$ cat config.mk
export PLATFORM = sky130hd
export DESIGN_NAME = xbus_strobe_gen
export DESIGN_NICKNAME = d
export VERILOG_FILES = /design/src/rtl/strobe_pkg.sv /design/src/rtl/rst_qual.sv /design/src/rtl/mc_seq.sv /design/src/rtl/ale_ctl.sv /design/src/rtl/strobe_out.sv /design/src/rtl/xbus_strobe_gen.sv
export SDC_FILE = /design/constraint.sdc
export NUM_CORES = 1
export LEC_CHECK = 0
export CORE_ASPECT_RATIO = 2
export CORE_MARGIN = 4
export CORE_UTILIZATION = 32
export CTS_BUF_LIST = sky130_fd_sc_hd__clkbuf_4 sky130_fd_sc_hd__clkbuf_8
export CTS_CLUSTER_SIZE = 14
export DETAILED_ROUTE_END_ITERATION = 12
export GPL_TIMING_DRIVEN = 0
export PLACE_DENSITY = 0.73
export SLEW_MARGIN = 20
export SYNTH_ARGS = -nofsm -noshare
export SYNTH_HDL_FRONTEND = slang
export SYNTH_SLANG_ARGS = --single-unit
export TNS_END_PERCENT = 1
$ cat constraint.sdc
create_clock -name clk_osc -period 4.6 [get_ports clk_osc]
set_input_delay 1.38 -clock clk_osc [delete_from_list [all_inputs] [get_ports clk_osc]]
set_output_delay 1.38 -clock clk_osc [all_outputs]
set_load 0.01 [all_outputs]
$ cat src/rtl/strobe_pkg.sv
package strobe_pkg;

   typedef enum logic [1:0] {
      SM_RUN   = 2'd0,
      SM_IDLE  = 2'd1,
      SM_PDOWN = 2'd2,
      SM_RESET = 2'd3
   } strobe_mode_e;

   // state index at which window w opens (two windows per machine cycle)
   function automatic int unsigned win_first(input int unsigned w, input int unsigned nst);
      return w * (nst / 2);
   endfunction

   // latch strobe: phase 2 of the opening state, phase 1 of the following one
   function automatic logic ale_hit(input int unsigned st, input logic p2,
                                    input int unsigned s0, input int unsigned nst);
      return ((st == s0) && p2) || ((st == ((s0 + 1) % nst)) && !p2);
   endfunction

   // fetch strobe: phase 2 of the opening state and both phases of the next
   function automatic logic psen_hit(input int unsigned st, input logic p2,
                                     input int unsigned s0, input int unsigned nst);
      return ((st == s0) && p2) || (st == ((s0 + 1) % nst));
   endfunction

endpackage

$ cat src/rtl/rst_qual.sv
module rst_qual #(
   parameter int unsigned HOLD_CLKS = 24
) (
   input  logic clk,
   input  logic pin,
   output logic rst_q
);
   if (HOLD_CLKS < 1) begin : g_chk_hold
      $error("rst_qual: HOLD_CLKS must be at least 1");
   end

   if (HOLD_CLKS == 1) begin : g_direct
      always_ff @(posedge clk) rst_q <= pin;
   end else begin : g_count
      localparam int unsigned CW = $clog2(HOLD_CLKS + 1);
      localparam logic [CW-1:0] LIM = CW'(HOLD_CLKS);
      logic [CW-1:0] cnt_q, cnt_n;

      always_comb begin
         if (!pin)             cnt_n = '0;
         else if (cnt_q == LIM) cnt_n = cnt_q;
         else                  cnt_n = cnt_q + 1'b1;
      end

      always_ff @(posedge clk) begin
         cnt_q <= cnt_n;
         rst_q <= (cnt_n == LIM);
      end

      AST_RST_NEEDS_PIN: assert property (@(posedge clk)
         $rose(rst_q) |-> $past(pin)) else $error("reset rose without pin");
      AST_RST_DROPS: assert property (@(posedge clk)
         !pin |=> !rst_q) else $error("reset held after pin low");
   end
endmodule

$ cat src/rtl/mc_seq.sv
module mc_seq #(
   parameter int unsigned NUM_STATES = 6,
   parameter int unsigned ST_W       = $clog2(NUM_STATES)
) (
   input  logic            clk,
   input  logic            rst,
   input  logic            hold,
   input  logic            xdata_cyc,
   output logic [ST_W-1:0] st_q,
   output logic            p2_q,
   output logic [ST_W-1:0] st_n,
   output logic            p2_n,
   output logic            dcyc_n
);
   localparam logic [ST_W-1:0] LAST = ST_W'(NUM_STATES - 1);

   logic dcyc_q;
   logic wrap;

   assign wrap = p2_q && (st_q == LAST);

   always_comb begin
      st_n   = st_q;
      p2_n   = p2_q;
      dcyc_n = dcyc_q;
      if (rst) begin
         st_n   = '0;
         p2_n   = 1'b0;
         dcyc_n = 1'b0;
      end else if (!hold) begin
         // divide-by-two: phase flips every oscillator edge
         p2_n = ~p2_q;
         if (p2_q) st_n = wrap ? '0 : st_q + 1'b1;
         if (wrap) dcyc_n = xdata_cyc;
      end
   end

   always_ff @(posedge clk) begin
      st_q   <= st_n;
      p2_q   <= p2_n;
      dcyc_q <= dcyc_n;
   end

   AST_PHASE_FLIPS: assert property (@(posedge clk) disable iff (rst)
      !hold |=> (p2_q != $past(p2_q))) else $error("phase did not flip");
   AST_STATE_RANGE: assert property (@(posedge clk) disable iff (rst)
      st_q <= LAST) else $error("state out of range");
   AST_PDOWN_FREEZE: assert property (@(posedge clk) disable iff (rst)
      hold |=> ($stable(st_q) && $stable(p2_q))) else $error("moved in hold");
   AST_DCYC_AT_WRAP: assert property (@(posedge clk) disable iff (rst)
      !wrap |=> $stable(dcyc_q)) else $error("data flag changed mid-cycle");
endmodule

$ cat src/rtl/ale_ctl.sv
module ale_ctl #(
   parameter int unsigned            ADDR_W    = 8,
   parameter int unsigned            DATA_W    = 8,
   parameter logic [ADDR_W-1:0]      CTRL_ADDR = 8'h87,
   parameter int unsigned            OFF_BIT   = 5
) (
   input  logic              clk,
   input  logic              rst,
   input  logic              we,
   input  logic [ADDR_W-1:0] addr,
   input  logic [DATA_W-1:0] wdata,
   input  logic              ext_exec,
   input  logic              tbl_or_xmov,
   input  logic              idle,
   input  logic              pdown,
   output logic              off_eff
);
   if (OFF_BIT >= DATA_W) begin : g_chk_bit
      $error("ale_ctl: OFF_BIT outside data width");
   end

   logic off_q;
   logic hit;
   logic unused_wdata;

   assign unused_wdata = ^wdata;
   assign hit = we && (addr == CTRL_ADDR);

   always_ff @(posedge clk) begin
      if (rst)      off_q <= 1'b0;
      else if (hit) off_q <= wdata[OFF_BIT];
   end

   // suspension: instruction type, execution mode, power modes
   assign off_eff = off_q && !ext_exec && !tbl_or_xmov && !idle && !pdown;

   AST_RST_CLEARS_OFF: assert property (@(posedge clk)
      rst |=> !off_q) else $error("reset left ALE-off set");
   AST_FOREIGN_ADDR: assert property (@(posedge clk) disable iff (rst)
      (we && (addr != CTRL_ADDR)) |=> $stable(off_q))
      else $error("foreign write changed ALE-off");
endmodule

$ cat src/rtl/strobe_out.sv
module strobe_out
   import strobe_pkg::*;
#(
   parameter int unsigned NUM_STATES = 6,
   parameter int unsigned ST_W       = $clog2(NUM_STATES)
) (
   input  logic            clk,
   input  logic            rst,
   input  logic [ST_W-1:0] st_n,
   input  logic            p2_n,
   input  logic            dcyc_n,
   input  logic            ext_exec,
   input  logic            idle,
   input  logic            pdown,
   input  logic            off_eff,
   output logic            ale_q,
   output logic            psen_n_q,
   output logic            weak_q
);
   localparam int unsigned NUM_WIN = 2;

   logic [NUM_WIN-1:0] ale_w, psen_w;
   strobe_mode_e mode;
   logic ale_d, psen_n_d, weak_d;

   for (genvar w = 0; w < NUM_WIN; w++) begin : g_win
      localparam int unsigned S0 = win_first(w, NUM_STATES);
      logic skip_a;
      if (w == 0) begin : g_first
         assign skip_a = dcyc_n;       // first latch pulse dropped in data cycle
      end else begin : g_rest
         assign skip_a = 1'b0;
      end
      assign ale_w[w]  = ale_hit(int'(st_n), p2_n, S0, NUM_STATES) && !skip_a;
      assign psen_w[w] = psen_hit(int'(st_n), p2_n, S0, NUM_STATES) && !dcyc_n;
   end

   always_comb begin
      if (rst)        mode = SM_RESET;
      else if (pdown) mode = SM_PDOWN;
      else if (idle)  mode = SM_IDLE;
      else            mode = SM_RUN;
   end

   always_comb begin
      ale_d    = 1'b1;
      psen_n_d = 1'b1;
      weak_d   = 1'b0;
      case (mode)
         SM_RESET, SM_IDLE: ;
         SM_PDOWN: begin
            ale_d    = 1'b0;
            psen_n_d = 1'b0;
         end
         default: begin
            psen_n_d = !(ext_exec && (|psen_w));
            if (off_eff) weak_d = 1'b1;
            else         ale_d  = |ale_w;
         end
      endcase
   end

   always_ff @(posedge clk) begin
      ale_q    <= ale_d;
      psen_n_q <= psen_n_d;
      weak_q   <= weak_d;
   end

   AST_WEAK_IS_HIGH: assert property (@(posedge clk) disable iff (rst)
      weak_q |-> ale_q) else $error("weak pullup with ALE low");
   AST_PSEN_INTERNAL: assert property (@(posedge clk) disable iff (rst)
      (!ext_exec && !pdown) |=> psen_n_q) else $error("fetch strobe internal");
   AST_XDATA_NO_PSEN: assert property (@(posedge clk) disable iff (rst)
      (dcyc_n && !pdown) |=> psen_n_q) else $error("fetch in data cycle");
   AST_PDOWN_LOW: assert property (@(posedge clk) disable iff (rst)
      pdown |=> (!ale_q && !psen_n_q && !weak_q)) else $error("pdown levels");
   AST_IDLE_HIGH: assert property (@(posedge clk) disable iff (rst)
      (idle && !pdown) |=> (ale_q && psen_n_q && !weak_q)) else $error("idle levels");
endmodule

$ cat src/rtl/xbus_strobe_gen.sv
module xbus_strobe_gen #(
   parameter int unsigned       NUM_STATES  = 6,
   parameter int unsigned       RST_HOLD_MC = 2,
   parameter int unsigned       ADDR_W      = 8,
   parameter int unsigned       DATA_W      = 8,
   parameter logic [ADDR_W-1:0] CTRL_ADDR   = 8'h87,
   parameter int unsigned       OFF_BIT     = 5,
   parameter int unsigned       ST_W        = $clog2(NUM_STATES)
) (
   input  logic              clk_osc,
   input  logic              rst_pin,
   input  logic              ext_exec,
   input  logic              xdata_cyc,
   input  logic              tbl_or_xmov,
   input  logic              idle_mode,
   input  logic              pdown_mode,
   input  logic              pcon_we,
   input  logic [ADDR_W-1:0] pcon_addr,
   input  logic [DATA_W-1:0] pcon_wdata,
   output logic              ale,
   output logic              ale_weak,
   output logic              psen_n,
   output logic [ST_W-1:0]   mc_state,
   output logic              mc_p2,
   output logic              mc_first
);
   localparam int unsigned CLKS_PER_MC = NUM_STATES * 2;
   localparam int unsigned HOLD_CLKS   = RST_HOLD_MC * CLKS_PER_MC;

   if ((NUM_STATES < 4) || (NUM_STATES % 2 != 0)) begin : g_chk_states
      $error("xbus_strobe_gen: NUM_STATES must be even and at least 4");
   end
   if (RST_HOLD_MC < 1) begin : g_chk_rst
      $error("xbus_strobe_gen: RST_HOLD_MC must be at least 1");
   end

   logic            rst_q;
   logic [ST_W-1:0] st_q, st_n;
   logic            p2_q, p2_n, dcyc_n;
   logic            off_eff;

   rst_qual #(.HOLD_CLKS(HOLD_CLKS)) u_rst (
      .clk(clk_osc), .pin(rst_pin), .rst_q(rst_q)
   );

   mc_seq #(.NUM_STATES(NUM_STATES), .ST_W(ST_W)) u_seq (
      .clk(clk_osc), .rst(rst_q), .hold(pdown_mode), .xdata_cyc(xdata_cyc),
      .st_q(st_q), .p2_q(p2_q), .st_n(st_n), .p2_n(p2_n), .dcyc_n(dcyc_n)
   );

   ale_ctl #(.ADDR_W(ADDR_W), .DATA_W(DATA_W), .CTRL_ADDR(CTRL_ADDR),
             .OFF_BIT(OFF_BIT)) u_ctl (
      .clk(clk_osc), .rst(rst_q), .we(pcon_we), .addr(pcon_addr),
      .wdata(pcon_wdata), .ext_exec(ext_exec), .tbl_or_xmov(tbl_or_xmov),
      .idle(idle_mode), .pdown(pdown_mode), .off_eff(off_eff)
   );

   strobe_out #(.NUM_STATES(NUM_STATES), .ST_W(ST_W)) u_out (
      .clk(clk_osc), .rst(rst_q), .st_n(st_n), .p2_n(p2_n), .dcyc_n(dcyc_n),
      .ext_exec(ext_exec), .idle(idle_mode), .pdown(pdown_mode),
      .off_eff(off_eff), .ale_q(ale), .psen_n_q(psen_n), .weak_q(ale_weak)
   );

   assign mc_state = st_q;
   assign mc_p2    = p2_q;
   assign mc_first = (st_q == '0) && !p2_q;
endmodule

==> results.txt <==
Run status -> finished clean
Core box area -> 2570 sq um
Total power -> 0.000505 W
Via count -> 788
Routability cong. -> 0.754
Hold path depth -> 2
Resized Gates After CTS -> 0
Final Skew -> 0.00108 ns
Clock buffer depth -> 2
Clk sinks -> 15
Starting Density -> 33.3%
Setup TNS -> 0 ns
Die Span Y -> 81.1 microns
Syn Area/Cell -> 8.64 sq um
Post-CTS setup buffer count -> 0
Fin nets -> 156
Headroom to the max-slew limit -> 69.4%
DRT Wirelength -> 1960 microns
Final setup vio count -> 0
Critical path fanouts, max -> 10
TritonCTS Buffers -> 3
First-pass iteration count of the detailed router -> 2
Syn. warnings -> 0
IO Count -> 32
Initial DRC count -> 8
TritonCTS clock tree -> built
Tot GR Track Use -> 13.0%
Final Cycle Share -> 68.5%
Placed inst area -> 1120 sq um
Post-synthesis to final-layout area growth -> 36.7%
Endpoints failing hold -> 0
Sequential cell area fraction in the yosys report -> 35.1%
Worst Hold Class -> reg2reg
First-pass GRT wire length -> 3460 microns
Critical Path RT -> 3.22 ns
Leak Pwr -> 0.438 nW
Number of global-route vias before repair -> 776
Initial antenna violation count -> 0
Post-DP HPWL -> 1650 microns
Number of max-cap violations -> 0
Fin worst setup slack -> 1.45 ns
Syn Nets -> 128
Hold Buf Count CTS -> 0
Worst slew pin tran -> 0.458 ns
CTS Root Cell -> clkbuf_8
Grt ovf -> 0
Fraction of registers with async set/reset -> 0%
Die area -> 3620 sq um
Reg2reg setup slack -> 2.79 ns
Worst Reg-to-Reg Cells -> 7
VDD IR max -> 0.212 mV
H-Tree Depth -> 1
Most used flip-flop cell after synthesis -> dfxtp_1
Min Tclk post-route -> 3.15 ns
Fin area -> 1170 sq um
Crit start category -> register
Max Fclk -> 0.317 GHz
RSZ-0062 raised after global routing -> false
Vias/cell -> 5.12
P per Cell Area -> 432 nW/um^2
Clk_lat worst skew -> 0.25 ns
Routed WL per cell -> 12.7 microns
Die X -> 44.6 microns
Pre-CTS WS -> 1.72 ns
Buffers on Ports -> 23
Post-Synthesis Cells -> 99
Layout cell share with drive strength beyond 1 -> 10.3%
Synth Register Bits -> 15
Fin. max-slew vios -> 0
Clk slew on worst S/H paths -> 0.06 ns
Crit Path Class -> reg2out
ANT nets after route -> 0
Post-route DRC -> 0
Arrival time worst endpoint -> 1.77 ns
Setup crit end kind -> output port
# diodes -> 0
EDFF count, synth -> 0
Row Count -> 26
Number of different library cells in the post-synthesis netlist -> 39
Cell Area, Synth -> 856 sq um
Largest net degree at the start of global routing -> 11
[flip-flops by register name, summed over array words and instances (netlist names)]
register             flops
u_seq.dcyc_q             1
u_seq.st_q               3
u_ctl.off_q              1
u_rst.rst_q              1
u_seq.p2_q               1
u_out.weak_q             1
u_rst.g_count.cnt_q      5
u_out.psen_n_q           1
u_out.ale_q              1
[cells by family after synthesis]
group / count (synthesis) / synth area share, %
flops: 15 / 35.1
compound gates: 19 / 15.1
mux: 2 / 2.34
buf+inv: 9 / 4.53
fa+ha+maj: 5 / 7.31
xor+xnor: 2 / 2.05
simple gates: 47 / 33.6
[where the power goes]
group          leakage [nW]  total (W)  switching (W)  internal, W
Sequential            0.124   0.000183      0.0000270     0.000156
Clock                0.0262   0.000110      0.0000432    0.0000672
Combinational         0.288   0.000212       0.000104     0.000108
Total                 0.438   0.000505       0.000174     0.000332
[placed cells by master, fill, tap and decap left out, types with 2 or more instances in the layout]
master,instances
nor2_1,7
clkdlybuf4s50_1,23
dfxtp_1,15
clkbuf_8,3
mux2i_1,2
nand3b_1,4
ha_1,5
inv_1,6
nand2b_1,5
and2_1,3
nor3b_1,2
o21ai_0,4
nand3_1,7
a21oi_1,5
nor4_1,2
nand2_1,6
xnor2_1,2
[per-stage QoR]
step	instances	util, %	hold WS (ns)
after floorplan	99	-	0.428
after global placement	150	43.6	0.439
after detailed placement	150	43.6	0.448
after CTS	154	45.5	0.455
after global routing	154	45.5	0.490
final	154	45.5	0.464
[final cells by class]
class / instances / area, sq um
plain buffers: 3 / 16.3
clock buffers: 4 / 48.8
fillers: 255 / 1400
inverters: 6 / 22.5
multi-input cells: 75 / 517
flip-flops and latches: 15 / 300
well taps: 28 / 35.0
repair buffers: 23 / 230
[routing by layer]
metal	routed length [microns]	up-vias	GRT usage, %
li1	-	403	-
met1	626	371	11.6
met2	1230	9	24.6
met3	44	5	2.00
met4	57	0	9.06
met5	0	-	0
[cells in the mapped netlist (all sizes together), types with 3 or more instances]
| cell type | instances | share of area [%] |
|---|---|---|
| ha | 5 | 7.3 |
| a21oi | 6 | 3.9 |
| o21ai | 5 | 2.9 |
| dfxtp | 15 | 35 |
| nand3 | 7 | 4.1 |
| nand2b | 5 | 3.7 |
| and2 | 3 | 2.2 |
| inv | 6 | 2.6 |
| nor2 | 7 | 3.1 |
| nand3b | 4 | 3.5 |
| nand2 | 6 | 2.6 |
[final timing paths]
kind                       from        endpoint
setup / recovery  u_seq.st_q[0]        mc_first
hold / removal      u_ctl.off_q    u_out.weak_q
setup reg to reg  u_seq.st_q[0]  u_out.psen_n_q
hold reg to reg     u_ctl.off_q    u_out.weak_q
[worst max-delay path: stages, from the launching register on]
cell             delay (ns)
dfxtp_1                0.53
inv_1                  0.16
ha_1                   0.22
nor3b_1                0.13
clkdlybuf4s50_1        0.48
Power figures use the tool's default switching activity.
